File: src/rtl/spi_slv_pkg.sv
package spi_slv_pkg;

  typedef enum logic [1:0] {
    REG_CTRL = 2'd0,
    REG_STAT = 2'd1,
    REG_DATA = 2'd2
  } reg_sel_e;

  // Control fields, LSB first: enable, phase, tx irq, err irq, rx irq, fault detect
  typedef struct packed {
    logic mf_en;
    logic rx_ie;
    logic err_ie;
    logic tx_ie;
    logic cpha;
    logic enable;
  } ctrl_t;

  // Status fields, LSB first: rx full, overflow, tx empty, mode fault
  typedef struct packed {
    logic modf;
    logic tx_empty;
    logic ovf;
    logic rx_full;
  } stat_t;

  localparam ctrl_t CTRL_RESET = '{mf_en: 1'b0, rx_ie: 1'b0, err_ie: 1'b0,
                                   tx_ie: 1'b0, cpha: 1'b1, enable: 1'b0};
  localparam stat_t STAT_RESET = '{modf: 1'b0, tx_empty: 1'b1, ovf: 1'b0, rx_full: 1'b0};

endpackage

File: src/rtl/spi_slv_edges.sv
module spi_slv_edges (
  input  logic clk,
  input  logic rst_n,
  input  logic sclk,
  input  logic ss_n,
  output logic sclk_rise,
  output logic sclk_fall,
  output logic ss_fall,
  output logic ss_rise
);
  logic sclk_q, ss_q;

  always_ff @(posedge clk or negedge rst_n) begin
    if (!rst_n) begin
      sclk_q <= 1'b0;
      ss_q   <= 1'b1;
    end else begin
      sclk_q <= sclk;
      ss_q   <= ss_n;
    end
  end

  assign sclk_rise = sclk & ~sclk_q;
  assign sclk_fall = ~sclk & sclk_q;
  assign ss_fall   = ~ss_n & ss_q;
  assign ss_rise   = ss_n & ~ss_q;
endmodule

File: src/rtl/spi_slv_shift.sv
module spi_slv_shift #(
  parameter int DATA_W = 8
) (
  input  logic              clk,
  input  logic              rst_n,
  input  logic              enable,
  input  logic              cpha,
  input  logic              ss_n,
  input  logic              sclk_rise,
  input  logic              sclk_fall,
  input  logic              ss_fall,
  input  logic              ss_rise,
  input  logic              mosi,
  input  logic [DATA_W-1:0] tx_word,
  output logic              tx_load,
  output logic              byte_done,
  output logic              frame_abort,
  output logic [DATA_W-1:0] rx_word,
  output logic              busy,
  output logic              miso,
  output logic              miso_oe
);
  localparam int CNT_W = $clog2(DATA_W + 1);
  localparam logic [CNT_W-1:0] LAST_BIT = CNT_W'(DATA_W - 1);
  localparam logic [CNT_W-1:0] ONE      = CNT_W'(1);

  logic [DATA_W-1:0] tx_sh, rx_sh;
  logic [CNT_W-1:0]  cnt;
  logic              active, sample, shift;

  always_comb begin
    active      = enable & ~ss_n;
    tx_load     = cpha ? (active & sclk_rise & ~busy) : (enable & ss_fall);
    sample      = active & busy & (cpha ? sclk_fall : sclk_rise);
    shift       = active & busy & (cpha ? sclk_rise : sclk_fall);
    byte_done   = sample & (cnt == LAST_BIT);
    frame_abort = enable & ss_rise & busy;
    rx_word     = {rx_sh[DATA_W-2:0], mosi};
  end

  always_ff @(posedge clk or negedge rst_n) begin
    if (!rst_n) begin
      tx_sh <= '0;
      rx_sh <= '0;
      cnt   <= '0;
      busy  <= 1'b0;
    end else if (!enable || ss_rise) begin
      // partial reset or deselect: back to idle, partial byte dropped
      tx_sh <= enable ? tx_sh : '0;
      rx_sh <= '0;
      cnt   <= '0;
      busy  <= 1'b0;
    end else begin
      if (tx_load) begin
        tx_sh <= tx_word;
        cnt   <= '0;
        busy  <= 1'b1;
      end else if (shift) begin
        tx_sh <= {tx_sh[DATA_W-2:0], 1'b0};
      end
      if (sample) begin
        rx_sh <= rx_word;
        if (byte_done) begin
          cnt  <= '0;
          busy <= 1'b0;
        end else begin
          cnt <= cnt + ONE;
        end
      end
    end
  end

  assign miso    = tx_sh[DATA_W-1];
  assign miso_oe = active;
endmodule

File: src/rtl/spi_slv_regs.sv
module spi_slv_regs
  import spi_slv_pkg::*;
#(
  parameter int DATA_W = 8
) (
  input  logic              clk,
  input  logic              rst_n,
  input  logic              bus_valid,
  input  logic              bus_write,
  input  logic [1:0]        bus_addr,
  input  logic [DATA_W-1:0] bus_wdata,
  output logic [DATA_W-1:0] bus_rdata,
  input  logic              tx_load,
  input  logic              byte_done,
  input  logic              frame_abort,
  input  logic [DATA_W-1:0] rx_word,
  output ctrl_t             ctrl,
  output stat_t             status,
  output logic [DATA_W-1:0] tx_word,
  output logic              irq_tx,
  output logic              irq_rx,
  output logic              irq_err
);
  localparam int CTRL_W = $bits(ctrl_t);

  logic [DATA_W-1:0] rx_data;
  logic              armed;
  logic              wr_ctrl, wr_data, rd_stat, rd_data;

  always_comb begin
    wr_ctrl = bus_valid &  bus_write & (bus_addr == REG_CTRL);
    wr_data = bus_valid &  bus_write & (bus_addr == REG_DATA);
    rd_stat = bus_valid & ~bus_write & (bus_addr == REG_STAT);
    rd_data = bus_valid & ~bus_write & (bus_addr == REG_DATA);
    case (bus_addr)
      REG_CTRL: bus_rdata = DATA_W'(ctrl);
      REG_STAT: bus_rdata = DATA_W'(status);
      REG_DATA: bus_rdata = rx_data;
      default:  bus_rdata = '0;
    endcase
  end

  always_ff @(posedge clk or negedge rst_n) begin
    if (!rst_n) begin
      ctrl    <= CTRL_RESET;
      status  <= STAT_RESET;
      tx_word <= '0;
      rx_data <= '0;
      armed   <= 1'b0;
    end else begin
      if (wr_ctrl) ctrl <= ctrl_t'(bus_wdata[CTRL_W-1:0]);
      if (wr_data) tx_word <= bus_wdata;

      if (rd_stat)        armed <= 1'b1;
      else if (bus_valid) armed <= 1'b0;

      // a write wins over a same-cycle load: the new byte was not taken
      if (wr_data)      status.tx_empty <= 1'b0;
      else if (tx_load) status.tx_empty <= 1'b1;

      if (byte_done) begin
        status.rx_full <= 1'b1;
        if (status.rx_full) status.ovf <= 1'b1;
        else                rx_data    <= rx_word;
      end else if (rd_data && armed) begin
        status.rx_full <= 1'b0;
        status.ovf     <= 1'b0;
      end

      if (frame_abort && ctrl.mf_en) status.modf <= 1'b1;
      else if (wr_ctrl && armed)     status.modf <= 1'b0;
    end
  end

  assign irq_tx  = status.tx_empty & ctrl.tx_ie;
  assign irq_rx  = status.rx_full & ctrl.rx_ie;
  assign irq_err = (status.ovf | status.modf) & ctrl.err_ie;
endmodule

File: src/rtl/spi_slv.sv
module spi_slv
  import spi_slv_pkg::*;
#(
  parameter int DATA_W = 8
) (
  input  logic              clk,
  input  logic              rst_n,
  input  logic              bus_valid,
  output logic              bus_ready,
  input  logic              bus_write,
  input  logic [1:0]        bus_addr,
  input  logic [DATA_W-1:0] bus_wdata,
  output logic [DATA_W-1:0] bus_rdata,
  input  logic              sclk,
  input  logic              ss_n,
  input  logic              mosi,
  output logic              miso,
  output logic              miso_oe,
  output logic              irq_tx,
  output logic              irq_rx,
  output logic              irq_err
);
  ctrl_t             ctrl;
  stat_t             status;
  logic [DATA_W-1:0] tx_word, rx_word;
  logic              sclk_rise, sclk_fall, ss_fall, ss_rise;
  logic              tx_load, byte_done, frame_abort, busy;

  assign bus_ready = 1'b1;

  spi_slv_edges i_edges (
    .clk(clk), .rst_n(rst_n), .sclk(sclk), .ss_n(ss_n),
    .sclk_rise(sclk_rise), .sclk_fall(sclk_fall),
    .ss_fall(ss_fall), .ss_rise(ss_rise)
  );

  spi_slv_shift #(.DATA_W(DATA_W)) i_shift (
    .clk(clk), .rst_n(rst_n), .enable(ctrl.enable), .cpha(ctrl.cpha),
    .ss_n(ss_n), .sclk_rise(sclk_rise), .sclk_fall(sclk_fall),
    .ss_fall(ss_fall), .ss_rise(ss_rise), .mosi(mosi), .tx_word(tx_word),
    .tx_load(tx_load), .byte_done(byte_done), .frame_abort(frame_abort),
    .rx_word(rx_word), .busy(busy), .miso(miso), .miso_oe(miso_oe)
  );

  spi_slv_regs #(.DATA_W(DATA_W)) i_regs (
    .clk(clk), .rst_n(rst_n), .bus_valid(bus_valid), .bus_write(bus_write),
    .bus_addr(bus_addr), .bus_wdata(bus_wdata), .bus_rdata(bus_rdata),
    .tx_load(tx_load), .byte_done(byte_done), .frame_abort(frame_abort),
    .rx_word(rx_word), .ctrl(ctrl), .status(status), .tx_word(tx_word),
    .irq_tx(irq_tx), .irq_rx(irq_rx), .irq_err(irq_err)
  );
endmodule

File: config.mk
export PLATFORM = sky130hd
export DESIGN_NAME = spi_slv
export DESIGN_NICKNAME = d
export VERILOG_FILES = /design/src/rtl/spi_slv_pkg.sv /design/src/rtl/spi_slv_edges.sv /design/src/rtl/spi_slv_shift.sv /design/src/rtl/spi_slv_regs.sv /design/src/rtl/spi_slv.sv
export SDC_FILE = /design/constraint.sdc
export NUM_CORES = 1
export LEC_CHECK = 0
export ABC_AREA = 1
export CORE_MARGIN = 2
export CORE_UTILIZATION = 40
export CTS_CLUSTER_DIAMETER = 80
export DETAILED_ROUTE_END_ITERATION = 10
export SYNTH_ARGS = -nofsm -noshare
export SYNTH_HDL_FRONTEND = slang
export SYNTH_SLANG_ARGS = --single-unit
File: constraint.sdc
create_clock -name clk -period 3.6 [get_ports clk]
set_clock_uncertainty 0.1 [all_clocks]
set_input_delay 0.54 -clock clk [delete_from_list [all_inputs] [get_ports clk]]
set_output_delay 0.54 -clock clk [all_outputs]
set_load 0.02 [all_outputs]
# Yosys cells after proc, flatten, opt, wreduce, memory -nomap -nowiden
# Index checks and enable logic that the tools add are counted.
word_totals:
  regBits: 49
  latchBits: 0
  ramBits: 0
  mem_bits_ro: 0
  in_bits: 17
  output_inout_bits: 14
  elab_cells: 99
  memories: 0
op_classes:
  addsub: 1
  n_mul: 0
  div_mod_pow: 0
  magnitude_cmp: 0
  eq_ne: 5
  n_shift: 0
  n_mux: 27
  bitwise_logic: 31
  n_reduce_logical: 16
op_table:
  columns: ["op", "count"]
  rows:
  - ["two-way mux 8 bit", 4]
  - ["case mux 8 bit (3 select lines)", 1]
  - ["AND 1 bit", 23]
  - ["two-way mux 4 bit", 4]
  - ["two-way mux 1 bit", 14]
  - ["two-way mux 7 bit", 2]
  - ["nonzero test 2 bit", 5]
  - ["NOT 1 bit", 7]
  - ["AND reduction 2 bit", 3]
  - ["nonzero test 3 bit", 2]
  - ["adder 4 x 1 -> 4 bit, second input constant", 1]
  - ["== test 4 x 3 -> 1 bit, second input constant", 1]
  - ["two-way mux 2 bit", 2]
  - ["logical AND 1 bit", 3]
  - ["== test 2 x 1 -> 1 bit, second input constant", 1]
  - ["== test 2 bit, second input constant", 1]
  - ["logical NOT 2 bit", 1]
  - ["!= test 2 x 1 -> 1 bit, second input constant", 1]
  - ["!= test 2 bit, second input constant", 1]
  - ["logical NOT 1 bit", 1]
  - ["logical OR 1 bit", 1]
  - ["bitwise OR 1 bit", 1]

# Depth between registers and ports, before layout
depth:
  depth_word: 9
  ltp_mapped: 9
  mapped_depth_nobuf: 8

# Cells and area by module
# Synthesis repeated with hierarchy kept, for this count alone.
unflattened:
  cells_unflattened: 302
  area_unflattened_um2: 2452.4
by_module_without_submodules:
  columns: ["module", "instances", "cells_each", "area_per_inst_um2", "seq_area_each_um2"]
  rows:
  - ["spi_slv_regs", 1, 151, 1267.5, 678.2]
  - ["spi_slv_shift", 1, 139, 1092.3, 500.5]
  - ["spi_slv_edges", 1, 10, 81.3, 51.3]
  - ["spi_slv", 1, 2, 11.3, 0.0]

# Least setup slack after synthesis
# Ideal clock, no wire load.
synth_path:
  path_kind: "input -> output"
  from: "in bus_addr[0]"
  to: "out bus_rdata[0]"
  t_arrival_ns: 1.188
  required_ns: 2.960
  slack_ns: 1.772
  cell_stages: 4
  path_buffers: 0
  cell_sequence: "inv_1 -> nor2_1 -> inv_1 -> o211ai_1"
synth_between:
  elab_chain_len: 2
  elab_cells_between_ends: 4
  cone_classes: "eq/ne: 2; mux: 1; reduce/logical: 1"
synth_rtl:
  columns: ["item", "line", "text"]
  rows:
  - ["from (decl)", "spi_slv.sv:11", "input logic [1:0] bus_addr,"]
  - ["== test 2 bit, or another cell as far along", "spi_slv_regs.sv:35", "case (bus_addr)"]
  - ["case mux 8 bit (3 select lines) *", "spi_slv_regs.sv:35", null]
  - ["to (decl)", "spi_slv.sv:13", "output logic [DATA_W-1:0] bus_rdata,"]
# Mark *: on every way between the ends. The rest lies on a longest branch, timed or not.

# Final worst setup path
layout_path:
  from: "in bus_addr[1]"
  to: "out bus_rdata[0]"
# Same word-level chain as after synthesis.

==> flow_summary.toml <==
[run_status]
status = "finished, final reports clean"

[global_route]
antenna_found_initial = 0
grt_util_met3_pct = 3.56
grt_util_met1_pct = 23.0
grt_max_degree = 32
track_usage_pct = 17.0
grt_pass1_vias = 1752
top_usage_layer = "met2"
grt_overflow = 0
grt_pass1_wl_mm = 8.49
grt_util_met2_pct = 27.6

[placement]
dpl.hpwl_mm = 3.60
port-buffer-count = 29
place.gp.congestion = 0.841

[detailed_routing]
avgViaCountPerCell = 4.80
wl_per_cell_um = 13.0
drtPass1Iterations = 4
remaining_drc_errors = 0
via_count = 1837
first_iter_violations = 92
wl_mm = 4.97
drtAntennaViolNets = 0

[worst_setup_path]
slowest_delay_ps = 650
path_common_cell = "clkdlybuf4s50_1"
slowest_stage = "clkdlybuf4s50_1"
critPathTopFamily = "buffers and inverters"
timing.rr.end = "i_shift.tx_sh[0]"
crit_path_cell_trace = "clkdlybuf4s50_1, nor2_1, nand2_1, o211ai_1, clkdlybuf4s50_1"
cp.required_ps = 2960
worst-r2r-setup-slack_ps = 1690
critPathMaxFanout = 7
critPathKind = "input pin to primary output"
start_kind = "input pin"
worstPathArrival_ps = 2270
critPathBufInv = 2
rr_worst_depth = 7
worstSetupEndpointType = "primary output"
r2r_start = "i_regs.ctrl[1]"

[final_layout]
syn2layout_area_growth_pct = 18.3
final_util_pct = 48.2
diodes = 0
nNetsFinal = 325
drive_gt1_share_pct = 9.74

[die]
core_um2 = 5820
start_util_pct = 40.7
die_x_um = 81.0
top_level_ports = 31
dieArea_um2 = 6560
die_h_um = 81.0
row_count = 28

[sta]
period_minus_slack_ps = 2910
finalSetupViolCount = 0
fin_setup_tns_ps = 0
slew_viol_final = 0
fin_crit_sh_pct = 80.8
slew_headroom_pct = 55.1
worst_pin_slew_ps = 673
fmax_mhz = 344
rsz0062_at_grt = "no"
finalHoldViolCount = 0

[power]
pwr-share-seq_pct = 52.4
switching_share_pct = 27.7
power_uw = 1220
p_leak_uw = 0.00135
switchingPower_uw = 338
pwr-share-clk_pct = 31.8
p_int_uw = 881
p_comb_share_pct = 15.9
p_per_area_nw_per_um2 = 435
peakVddDrop_v = 0.000296

[yosys]
synth_fp_nets = 295
syn_inst = 277
ys_ff_latch = 49
yosys.area_share.adder_pct = 0.528
synthSimpleGateAreaFrac_pct = 26.9
synth-compound-area-share_pct = 10.7
synth_area_per_cell_um2 = 8.56
synth_xor_xnor_area_share_pct = 0.739
ys_types = 27
ys_seq_area_share_pct = 51.9
ys.warnings.count = 0
syn_area_um2 = 2370
synth_top_family_by_area = "simple AND/OR/NAND/NOR gates"
synth_mux_area_share_pct = 0

[min_path]
min_path_type = "input pin to asynchronous set/reset pin"

[clocking]
clockBufferDepth = 2
cts.sinks = 49
clock_latency_ps = 300
cts.hold.buffers_added = 0
cts_buffers = 5
root_buffer = "clkbuf_8"
cts_setup_buffers = 0
cts_tree = "yes"
htreeDepth = 2
clk_pin_slew_worst_paths_ps = 90
ctsResizeCount = 0

[flow_run]
maxCapViolCount = 0
-- layout make-up --
| class | count | area [um^2] |
|---|---|---|
| Tap cell | 75 | 93.8 |
| Clock buffer | 6 | 72.6 |
| Multi-Input combinational cell | 181 | 925 |
| Clock inverter | 2 | 35.0 |
| Fill cell | 590 | 3010 |
| Inverter | 39 | 146 |
| Timing Repair Buffer | 31 | 300 |
| Sequential cell | 49 | 1230 |
-- flip-flops by register name, indices dropped and copies added (netlist names) --
signal and count:
i_regs.rx_data 8, i_regs.tx_word 8, i_shift.tx_sh 8, i_shift.rx_sh 7, i_regs.ctrl 6, i_regs.status 4
i_shift.cnt 4, i_edges.sclk_q 1, i_edges.ss_q 1, i_regs.armed 1, i_shift.busy 1
-- placed cells by master, fill, tap and decap left out, drive strengths merged --
| cell | instances |
|---|---|
| xnor2 | 1 |
| clkinv | 1 |
| nand3 | 25 |
| nand4 | 7 |
| clkdlybuf4s50 | 28 |
| nor2 | 18 |
| dfstp | 3 |
| o21ai | 25 |
| nand2 | 86 |
| xor2 | 1 |
| inv | 39 |
| clkbuf | 6 |
| dfrtp | 46 |
| o211ai | 2 |
| a21oi | 3 |
| o22ai | 7 |
| a22o | 2 |
| conb | 1 |
| ha | 1 |
| buf | 3 |
| nor3 | 1 |
| o21a | 1 |
| bufinv | 1 |
-- kinds of logic (layout without fill, tap and decap cells) --
logic type,count (synthesis),after routing
compound gates,40,40
xor+xnor,2,2
fa+ha+maj,1,1
buf+inv,47,78
flops,49,49
other cells,1,1
simple gates,137,137
-- metal layers --
metal	routed length (um)	share of wire, %
met1	2390	48
met2	2390	48
met3	154	3.1
met4	34	0.68
met5	0	0
-- worst register-to-register path, stage by stage, from the launching register on --
cell	delay, ps
dfstp_2	640
nor2_1	90
nor2_4	230
nand3_4	210
nand3_4	160
nand2_1	210
nand2_1	120
nand2_1	50
-- synth_stat cells, drive strengths merged --
cell	number	area share, %
nand2	86	14
a21oi	3	0.63
ha	1	0.53
nor2	18	3.8
nor3	1	0.21
buf	7	2.7
nand3	25	6.9
o21a	1	0.32
xor2	1	0.37
o211ai	2	0.63
xnor2	1	0.37
o21ai	25	6.5
nand4	7	1.8
inv	39	6.2
conb	1	0.16
dfrtp	46	49
clkbuf	1	0.16
a22o	2	0.74
o22ai	7	1.8
dfstp	3	3.3
-- how the worst max path moves through the flow --
stage | slack (ps) | cells past startpoint | start | to
floorplan | 1770 | 4 | bus_addr[0] | bus_rdata[0]
global placement | 730 | 6 | bus_addr[0] | bus_rdata[2]
detailed placement | 700 | 5 | bus_addr[1] | bus_rdata[0]
CTS | 700 | 5 | bus_addr[1] | bus_rdata[0]
global route | 600 | 5 | bus_addr[1] | bus_rdata[2]
finish | 690 | 5 | bus_addr[1] | bus_rdata[0]
-- power groups by stage --
stage               clock network [uW]  registers [uW]  logic [uW]
finish                             387             638         193
floorplan                            0             633         129
detailed placement                   0             648         195
global placement                     0             647         193
CTS                                397             638         196
global route                       421             645         220
-- through the flow --
stage / cell area [um^2] / cells / worst slack (ps) / hold WS [ps]
final: 2800 / 383 / 693 / 162
after global routing: 2800 / 383 / 600 / 213
after CTS: 2800 / 383 / 697 / 185
after detailed placement: 2700 / 375 / 701 / 367
after global placement: 2700 / 375 / 726 / 358
after floorplan: 2370 / 277 / 1770 / 144
Power figures use the tool's default switching activity.
